### config.mk
export PLATFORM = sky130hd
export DESIGN_NAME = link_ctl_reg
export DESIGN_NICKNAME = d
export VERILOG_FILES = /design/src/rtl/lnk_pkg.sv /design/src/rtl/lnk_fields.sv /design/src/rtl/lnk_rtrn_seq.sv /design/src/rtl/lnk_apply.sv /design/src/rtl/link_ctl_reg.sv
export SDC_FILE = /design/constraint.sdc
export NUM_CORES = 1
export LEC_CHECK = 0
export BUFFER_PORTS_ARGS = -buffer_cell sky130_fd_sc_hd__buf_2
export CAP_MARGIN = 20
export CORE_MARGIN = 4
export CORE_UTILIZATION = 50
export DETAILED_ROUTE_END_ITERATION = 12
export PLACE_DENSITY_LB_ADDON = 0.3
export SLEW_MARGIN = 15
export SYNTH_ARGS = -nofsm -noshare
export SYNTH_HDL_FRONTEND = slang
export SYNTH_HIERARCHICAL = 1
export SYNTH_SLANG_ARGS = --single-unit
export TNS_END_PERCENT = 30
### constraint.sdc
create_clock -name clk -period 3.1 [get_ports clk]
set_input_delay 0.155 -clock clk [delete_from_list [all_inputs] [get_ports clk]]
set_output_delay 0.155 -clock clk [all_outputs]
set_load 0.1 [all_outputs]
### src/rtl/lnk_pkg.sv
`timescale 1ns/1ps
package lnk_pkg;

    localparam int DATA_W   = 32;
    localparam int PM_LSB   = 0;
    localparam int PM_W     = 2;
    localparam int LDIS_BIT = 4;
    localparam int RTRN_BIT = 5;

    typedef logic [PM_W-1:0] pm_en_t;

    typedef enum logic [1:0] {
        SQ_IDLE    = 2'd0,
        SQ_ACKWAIT = 2'd1,
        SQ_COUNT   = 2'd2
    } sq_phase_e;

    typedef struct packed {
        pm_en_t pm;
        logic   ldis;
        logic   rtrn;
    } lnk_wr_t;

    function automatic lnk_wr_t lnk_decode(input logic [DATA_W-1:0] d);
        lnk_wr_t w;
        w.pm   = d[PM_LSB +: PM_W];
        w.ldis = d[LDIS_BIT];
        w.rtrn = d[RTRN_BIT];
        return w;
    endfunction

    function automatic logic [DATA_W-1:0] lnk_encode(input pm_en_t pm, input logic ldis);
        logic [DATA_W-1:0] d;
        d = '0;
        d[PM_LSB +: PM_W] = pm;
        d[LDIS_BIT]       = ldis;
        return d;
    endfunction

endpackage

### src/rtl/lnk_fields.sv
`timescale 1ns/1ps
module lnk_fields import lnk_pkg::*; #(
    parameter bit IS_DOWNSTREAM = 1'b1,
    parameter int NUM_FUNC      = 2,
    parameter int FUNC_W        = 1
) (
    input  logic              clk,
    input  logic              rst,
    input  logic              wr_en,
    input  logic [FUNC_W-1:0] func,
    input  lnk_wr_t           wr,
    output logic [DATA_W-1:0] rd_data,
    output pm_en_t            pm_live,
    output logic              ldis_q
);
    localparam int FLAT_W = NUM_FUNC * PM_W;

    logic [FLAT_W-1:0] pm_flat;

    for (genvar g = 0; g < NUM_FUNC; g++) begin : g_func
        pm_en_t pm_r;
        always_ff @(posedge clk) begin
            if (rst)
                pm_r <= '0;
            else if (wr_en && func == FUNC_W'(g))
                pm_r <= wr.pm;
        end
        assign pm_flat[g*PM_W +: PM_W] = pm_r;
    end

    if (IS_DOWNSTREAM) begin : g_ldis
        always_ff @(posedge clk) begin
            if (rst)
                ldis_q <= 1'b0;
            else if (wr_en)
                ldis_q <= wr.ldis;
        end

        AST_LDIS_TRACKS_WRITE: assert property (@(posedge clk) disable iff (rst)
            wr_en |=> (ldis_q == $past(wr.ldis)));
    end else begin : g_no_ldis
        assign ldis_q = 1'b0;
        logic unused_ldis;
        assign unused_ldis = wr.ldis;
    end

    always_comb begin
        pm_live = '1;
        for (int i = 0; i < NUM_FUNC; i++)
            pm_live &= pm_flat[i*PM_W +: PM_W];
    end

    always_comb begin
        pm_en_t sel;
        sel = '0;
        for (int i = 0; i < NUM_FUNC; i++)
            if (func == FUNC_W'(i))
                sel = pm_flat[i*PM_W +: PM_W];
        rd_data = lnk_encode(sel, ldis_q);
    end

    logic unused_rtrn;
    assign unused_rtrn = wr.rtrn;

endmodule

### src/rtl/lnk_rtrn_seq.sv
`timescale 1ns/1ps
module lnk_rtrn_seq import lnk_pkg::*; #(
    parameter int DLY_W = 8
) (
    input  logic             clk,
    input  logic             rst,
    input  logic             req,
    input  logic [DLY_W-1:0] dly,
    output logic             pulse
);
    sq_phase_e        phase;
    logic [DLY_W-1:0] cnt;

    always_ff @(posedge clk) begin
        if (rst) begin
            phase <= SQ_IDLE;
            cnt   <= '0;
        end else begin
            unique case (phase)
                SQ_IDLE: begin
                    if (req) begin
                        phase <= SQ_ACKWAIT;
                        cnt   <= dly;
                    end
                end
                SQ_ACKWAIT: phase <= SQ_COUNT;
                SQ_COUNT: begin
                    if (cnt == '0)
                        phase <= SQ_IDLE;
                    else
                        cnt <= cnt - DLY_W'(1);
                end
                default: phase <= SQ_IDLE;
            endcase
        end
    end

    assign pulse = (phase == SQ_COUNT) && (cnt == '0);

    AST_PULSE_SINGLE: assert property (@(posedge clk) disable iff (rst)
        pulse |=> !pulse);
    AST_NO_PULSE_AT_ACK: assert property (@(posedge clk) disable iff (rst)
        (req && phase == SQ_IDLE) |=> !pulse);
    AST_COUNT_NO_RESTART: assert property (@(posedge clk) disable iff (rst)
        (phase == SQ_COUNT && cnt != '0) |=> (cnt == $past(cnt) - DLY_W'(1)));

endmodule

### src/rtl/lnk_apply.sv
`timescale 1ns/1ps
module lnk_apply import lnk_pkg::*; (
    input  logic   clk,
    input  logic   rst,
    input  pm_en_t pm_live,
    input  logic   hold_set,
    input  logic   pulse,
    output pm_en_t pm_out
);
    logic   hold_q;
    pm_en_t applied_q;

    always_ff @(posedge clk) begin
        if (rst) begin
            hold_q    <= 1'b0;
            applied_q <= '0;
        end else begin
            if (!hold_q)
                applied_q <= pm_live;
            if (hold_set)
                hold_q <= 1'b1;
            else if (pulse)
                hold_q <= 1'b0;
        end
    end

    assign pm_out = hold_q ? applied_q : pm_live;

    AST_HOLD_FREEZE: assert property (@(posedge clk) disable iff (rst)
        (hold_q && $past(hold_q)) |-> $stable(pm_out));

endmodule

### src/rtl/link_ctl_reg.sv
`timescale 1ns/1ps
module link_ctl_reg import lnk_pkg::*; #(
    parameter bit                IS_DOWNSTREAM = 1'b1,
    parameter int                NUM_FUNC      = 2,
    parameter int                FUNC_W        = (NUM_FUNC > 1) ? $clog2(NUM_FUNC) : 1,
    parameter int                ADDR_W        = 12,
    parameter logic [ADDR_W-1:0] REG_ADDR      = 'h0A0,
    parameter int                DLY_W         = 8
) (
    input  logic              clk,
    input  logic              rst,
    input  logic              cfg_wr,
    input  logic [ADDR_W-1:0] cfg_addr,
    input  logic [FUNC_W-1:0] cfg_func,
    input  logic [3:0]        cfg_be,
    input  logic [31:0]       cfg_wdata,
    output logic [31:0]       cfg_rdata,
    output logic              cfg_ack,
    input  logic              reg_unlock,
    input  logic [DLY_W-1:0]  rtrn_delay,
    input  logic              trn_busy,
    output logic [1:0]        pm_enable,
    output logic              link_disable,
    output logic              rtrn_pulse
);
    logic              addr_hit;
    logic              wr_hit;
    lnk_wr_t           wr_f;
    logic              rtrn_allow;
    logic              rtrn_ok;
    logic              seq_req;
    logic              hold_set;
    logic [DLY_W-1:0]  seq_dly;
    logic [DATA_W-1:0] fld_rd;
    pm_en_t            pm_live;

    assign addr_hit = (cfg_addr == REG_ADDR);
    assign wr_hit   = cfg_wr && addr_hit && cfg_be[0];
    assign wr_f     = lnk_decode(cfg_wdata);

    if (IS_DOWNSTREAM) begin : g_dn
        assign rtrn_allow = 1'b1;
        assign seq_dly    = '0;
    end else begin : g_up
        assign rtrn_allow = reg_unlock;
        assign seq_dly    = rtrn_delay;
    end

    assign rtrn_ok  = wr_hit && wr_f.rtrn && rtrn_allow;
    assign seq_req  = rtrn_ok && !trn_busy;
    assign hold_set = rtrn_ok && trn_busy;

    always_ff @(posedge clk) begin
        if (rst)
            cfg_ack <= 1'b0;
        else
            cfg_ack <= cfg_wr;
    end

    lnk_fields #(
        .IS_DOWNSTREAM (IS_DOWNSTREAM),
        .NUM_FUNC      (NUM_FUNC),
        .FUNC_W        (FUNC_W)
    ) u_fields (
        .clk     (clk),
        .rst     (rst),
        .wr_en   (wr_hit),
        .func    (cfg_func),
        .wr      (wr_f),
        .rd_data (fld_rd),
        .pm_live (pm_live),
        .ldis_q  (link_disable)
    );

    lnk_rtrn_seq #(.DLY_W(DLY_W)) u_seq (
        .clk   (clk),
        .rst   (rst),
        .req   (seq_req),
        .dly   (seq_dly),
        .pulse (rtrn_pulse)
    );

    lnk_apply u_apply (
        .clk      (clk),
        .rst      (rst),
        .pm_live  (pm_live),
        .hold_set (hold_set),
        .pulse    (rtrn_pulse),
        .pm_out   (pm_enable)
    );

    assign cfg_rdata = addr_hit ? fld_rd : '0;

    logic unused_in;
    assign unused_in = ^{cfg_be[3:1], cfg_wdata[31:6], cfg_wdata[3:2], rtrn_delay, reg_unlock};

    AST_ACK_FOLLOWS_WR: assert property (@(posedge clk) disable iff (rst)
        cfg_wr |=> cfg_ack);
    AST_ACK_ONLY_AFTER_WR: assert property (@(posedge clk) disable iff (rst)
        !cfg_wr |=> !cfg_ack);

endmodule

==> key figures <==
Outcome
  – Run status: finished, violations left
  – Failing checks: slew limit

Placement
  – GP Congestion: ~0.73
  – Port Buf Inserts: 29
  – Hpwl dp: roughly 2700 microns
  – Area after DPL: approximately 2000 sq um
  – Post-Place Setup Slack: around 0.61 ns

Logic synthesis
  – Prevailing post-synth register cell: dfxtp_1
  – Dominant cells by area after synthesis: dfxtp_1 (19%), nor4_2 (18%), buf_4 (11%)
  – Top cell type's share of synthesized area: 19.0%
  – Most common cell in the netlist: inv_1
  – Cell count after synthesis: approximately 240
  – Synth cell types: 45
  – Commonest cells in the netlist: inv_1 (39), buf_4 (30), nor4_2 (29), dfxtp_1 (19), a21oi_1 (12)
  – Synthesis-stage register bit count: 19
  – Syn_area_per_cell: about 8.5 sq um
  – Leading area contributor after synthesis: dfxtp_1
  – EDFF count, synth: 0
  – Yosys warns: 6
  – Sequential-to-total area share from yosys stat: a little under a fifth
  – Synthesized area: 2000 sq um
  – Asr flop ratio synth: 0%

Cells and area
  – Nets@finish: between 300 and 400
  – Area Growth Syn to Fin: 2.81%
  – Fin area: 2060 sq um
  – Number of filler cells placed in the layout: approximately 380
  – Proportion of layout cells with a drive suffix above 1: a little under a third
  – Ant diodes: 0
  – Core Util, Final: between 50% and 60%

Setup path
  – Worst Path Arrival: about 2.4 ns
  – CP Max Fanout: 34
  – R2r startpoint: u_seq/cnt[0]
  – Launching element type of the critical path: input pin
  – R2r endpoint: u_seq/cnt[1]
  – Worst Setup End Kind: flip-flop
  – Critical path endpoint: u_fields/g_func[0].pm_r[0]
  – Critical Setup Path Class: input pin to flip-flop
  – Crit path launch: cfg_addr[1]
  – WP data required: around 3.3 ns
  – FF-to-FF path depth: 6
  – Worst R2R Setup Slack: approximately 1.3 ns

STA
  – Final Max Tran Viols: 27
  – Worst Tran Pin Value: ~3.9 ns
  – Final setup fails: 0
  – Fin Setup TNS: 0 ns
  – Final worst slack: 0.912 ns
  – RSZ-0062 raised after global routing: no
  – Final hold vios: 0
  – Minimum clock period: 2.19 ns
  – Clock skew: between 0.001 and 0.0015 ns
  – Fin crit share: between 70% and 80%
  – Worst slew margin: -160%
  – Achievable Freq: 0.457 GHz

CTS
  – Post-CTS Setup Repair Bufs: 0
  – Clock sink count: 19
  – Cts hold-fix bufs: 0
  – CTS Buf Count: 3
  – H-tree Lvls: 1
  – Post_cts resized: 0
  – Worst-path clk slew: about 0.08 ns
  – Skew-Pair Late Insertion Delay: between 0.2 and 0.3 ns
  – Clock root buffer: clkbuf_8
  – CTS Buffer Depth: 2
  – CTS tree: yes

Detailed routing
  – Drt total wl: around 3500 microns
  – WL per Instance: 11.4 microns
  – DRT iter0 DRCs: 37
  – Via Count: around 1,500
  – Total iterations of the first detailed-routing run: 4
  – ANT nets after route: 0
  – Vias/cell: roughly 4.8
  – Number of remaining DRC errors: 0

Pwr
  – PwrDens: about 240 nW/um^2
  – VDD IR max: approximately 170 uV
  – Overall Power: slightly below 0.5 mW
  – Pleak: approximately 0.68 nW

Die
  – Die Y: 71.3 microns
  – Initial Utilization: between 50% and 60%
  – I/O Pins: 99
  – Die Area: a little over 5000 sq um
  – Die Width: between 70 and 80 microns
  – Rows: 22
  – Core area: 3770 sq um

GRT
  – GRT Total Usage: between 10% and 20%
  – GR Overflow Total: 0
  – Initial antenna violation count: 0
  – Maximum number of pins on one net before global-route repair: 35
  – Vias in the first global route: ~1,300
  – Global-route wire length before repair: between 5000 and 6000 microns

Job
  – Max-Cap Viols: 0

Worst hold path
  – Worst hold path class: input pin to flip-flop
## report_power, final
part	internal (mW)	leakage (nW)	switching [mW]	total, mW
Sequential	0.244	0.153	0.000116	0.245
Combinational	0.0213	0.504	0.0462	0.0674
Clock	0.0896	0.0255	0.0910	0.181
Total	0.355	0.683	0.137	0.493
## cell usage in the layout (no fill, tap or decap), drive strengths merged, types with 3 or more instances in the layout
cell type	n
dfxtp	19
inv	39
a211oi	3
a21oi	12
buf	32
clkbuf	3
mux2i	6
nand2b	10
nor2	7
conb	37
o21ai	5
nand2	6
nor4	36
nand3	4
nor2b	5
mux2	6
nor3	3
and2	3
## critical path, stage by stage
cell     delay (ns)
buf_2          0.09
or4b_2         0.69
buf_4          0.32
nor4_1         0.59
nor2b_2        0.31
mux2i_1        0.21
## cell type report
class / count / area [sq um] / share of cell area, %
flip-flops and latches: 19 / 380 / 18.5
well taps: 48 / 60.1 / 2.92
clock buffers: 3 / 41.3 / 2.00
clock inverters: 1 / 5.00 / 0.243
multi-input cells: 165 / 1260 / 61.1
inverters: 39 / 146 / 7.11
repair buffers: 32 / 168 / 8.14
## kinds of logic (layout without fill, tap and decap cells)
kind of cell | count (synthesis) | after routing | share of synthesized area [%]
other | 2 | 37 | 0.375
and+or+nand+nor | 84 | 84 | 37.8
muxes | 12 | 12 | 6.75
AOI/OAI and AO/OA | 30 | 30 | 9.68
adders and majority gates | 2 | 2 | 1.25
DFF | 19 | 19 | 19.0
buffers and inverters | 86 | 75 | 25.2
## sequential cells by signal, indices dropped and copies added, names as in the netlist
signal	flops
cfg_ack	1
u_fields/ldis_q	1
u_apply/applied_q	2
u_apply/hold_q	1
u_fields/g_func.pm_r	4
u_seq/cnt	8
u_seq/phase	2
## worst min path at each step
stage / start / end / slack (ns) / cells past startpoint
after floorplan: rst / u_apply/applied_q[0] / 0.22 / 1
after global placement: cfg_wdata[4] / u_fields/ldis_q / 0.39 / 3
after detailed placement: cfg_wdata[4] / u_fields/ldis_q / 0.40 / 3
after global routing: cfg_wdata[4] / u_fields/ldis_q / 0.14 / 3
final: cfg_wdata[4] / u_fields/ldis_q / 0.13 / 3
after CTS: cfg_wdata[4] / u_fields/ldis_q / 0.12 / 3
## metal layers
metal | track usage [%] | vias to the layer above | part of all wire (%)
met3 | 3.51 | 2 | 8.5
met1 | 19.1 | 657 | 46
met4 | 3.76 | 0 | 0.40
met2 | 21.7 | 43 | 45
li1 | - | 781 | -
met5 | 0 | - | 0
## through the flow
| stage | std cells | hold WS [ns] |
|---|---|---|
| after floorplan | 270 | 0.219 |
| after global placement | 303 | 0.391 |
| after detailed placement | 303 | 0.404 |
| after CTS | 307 | 0.125 |
| after global routing | 307 | 0.137 |
| final | 307 | 0.135 |
Note: power is estimated with default switching activity, not from simulation.
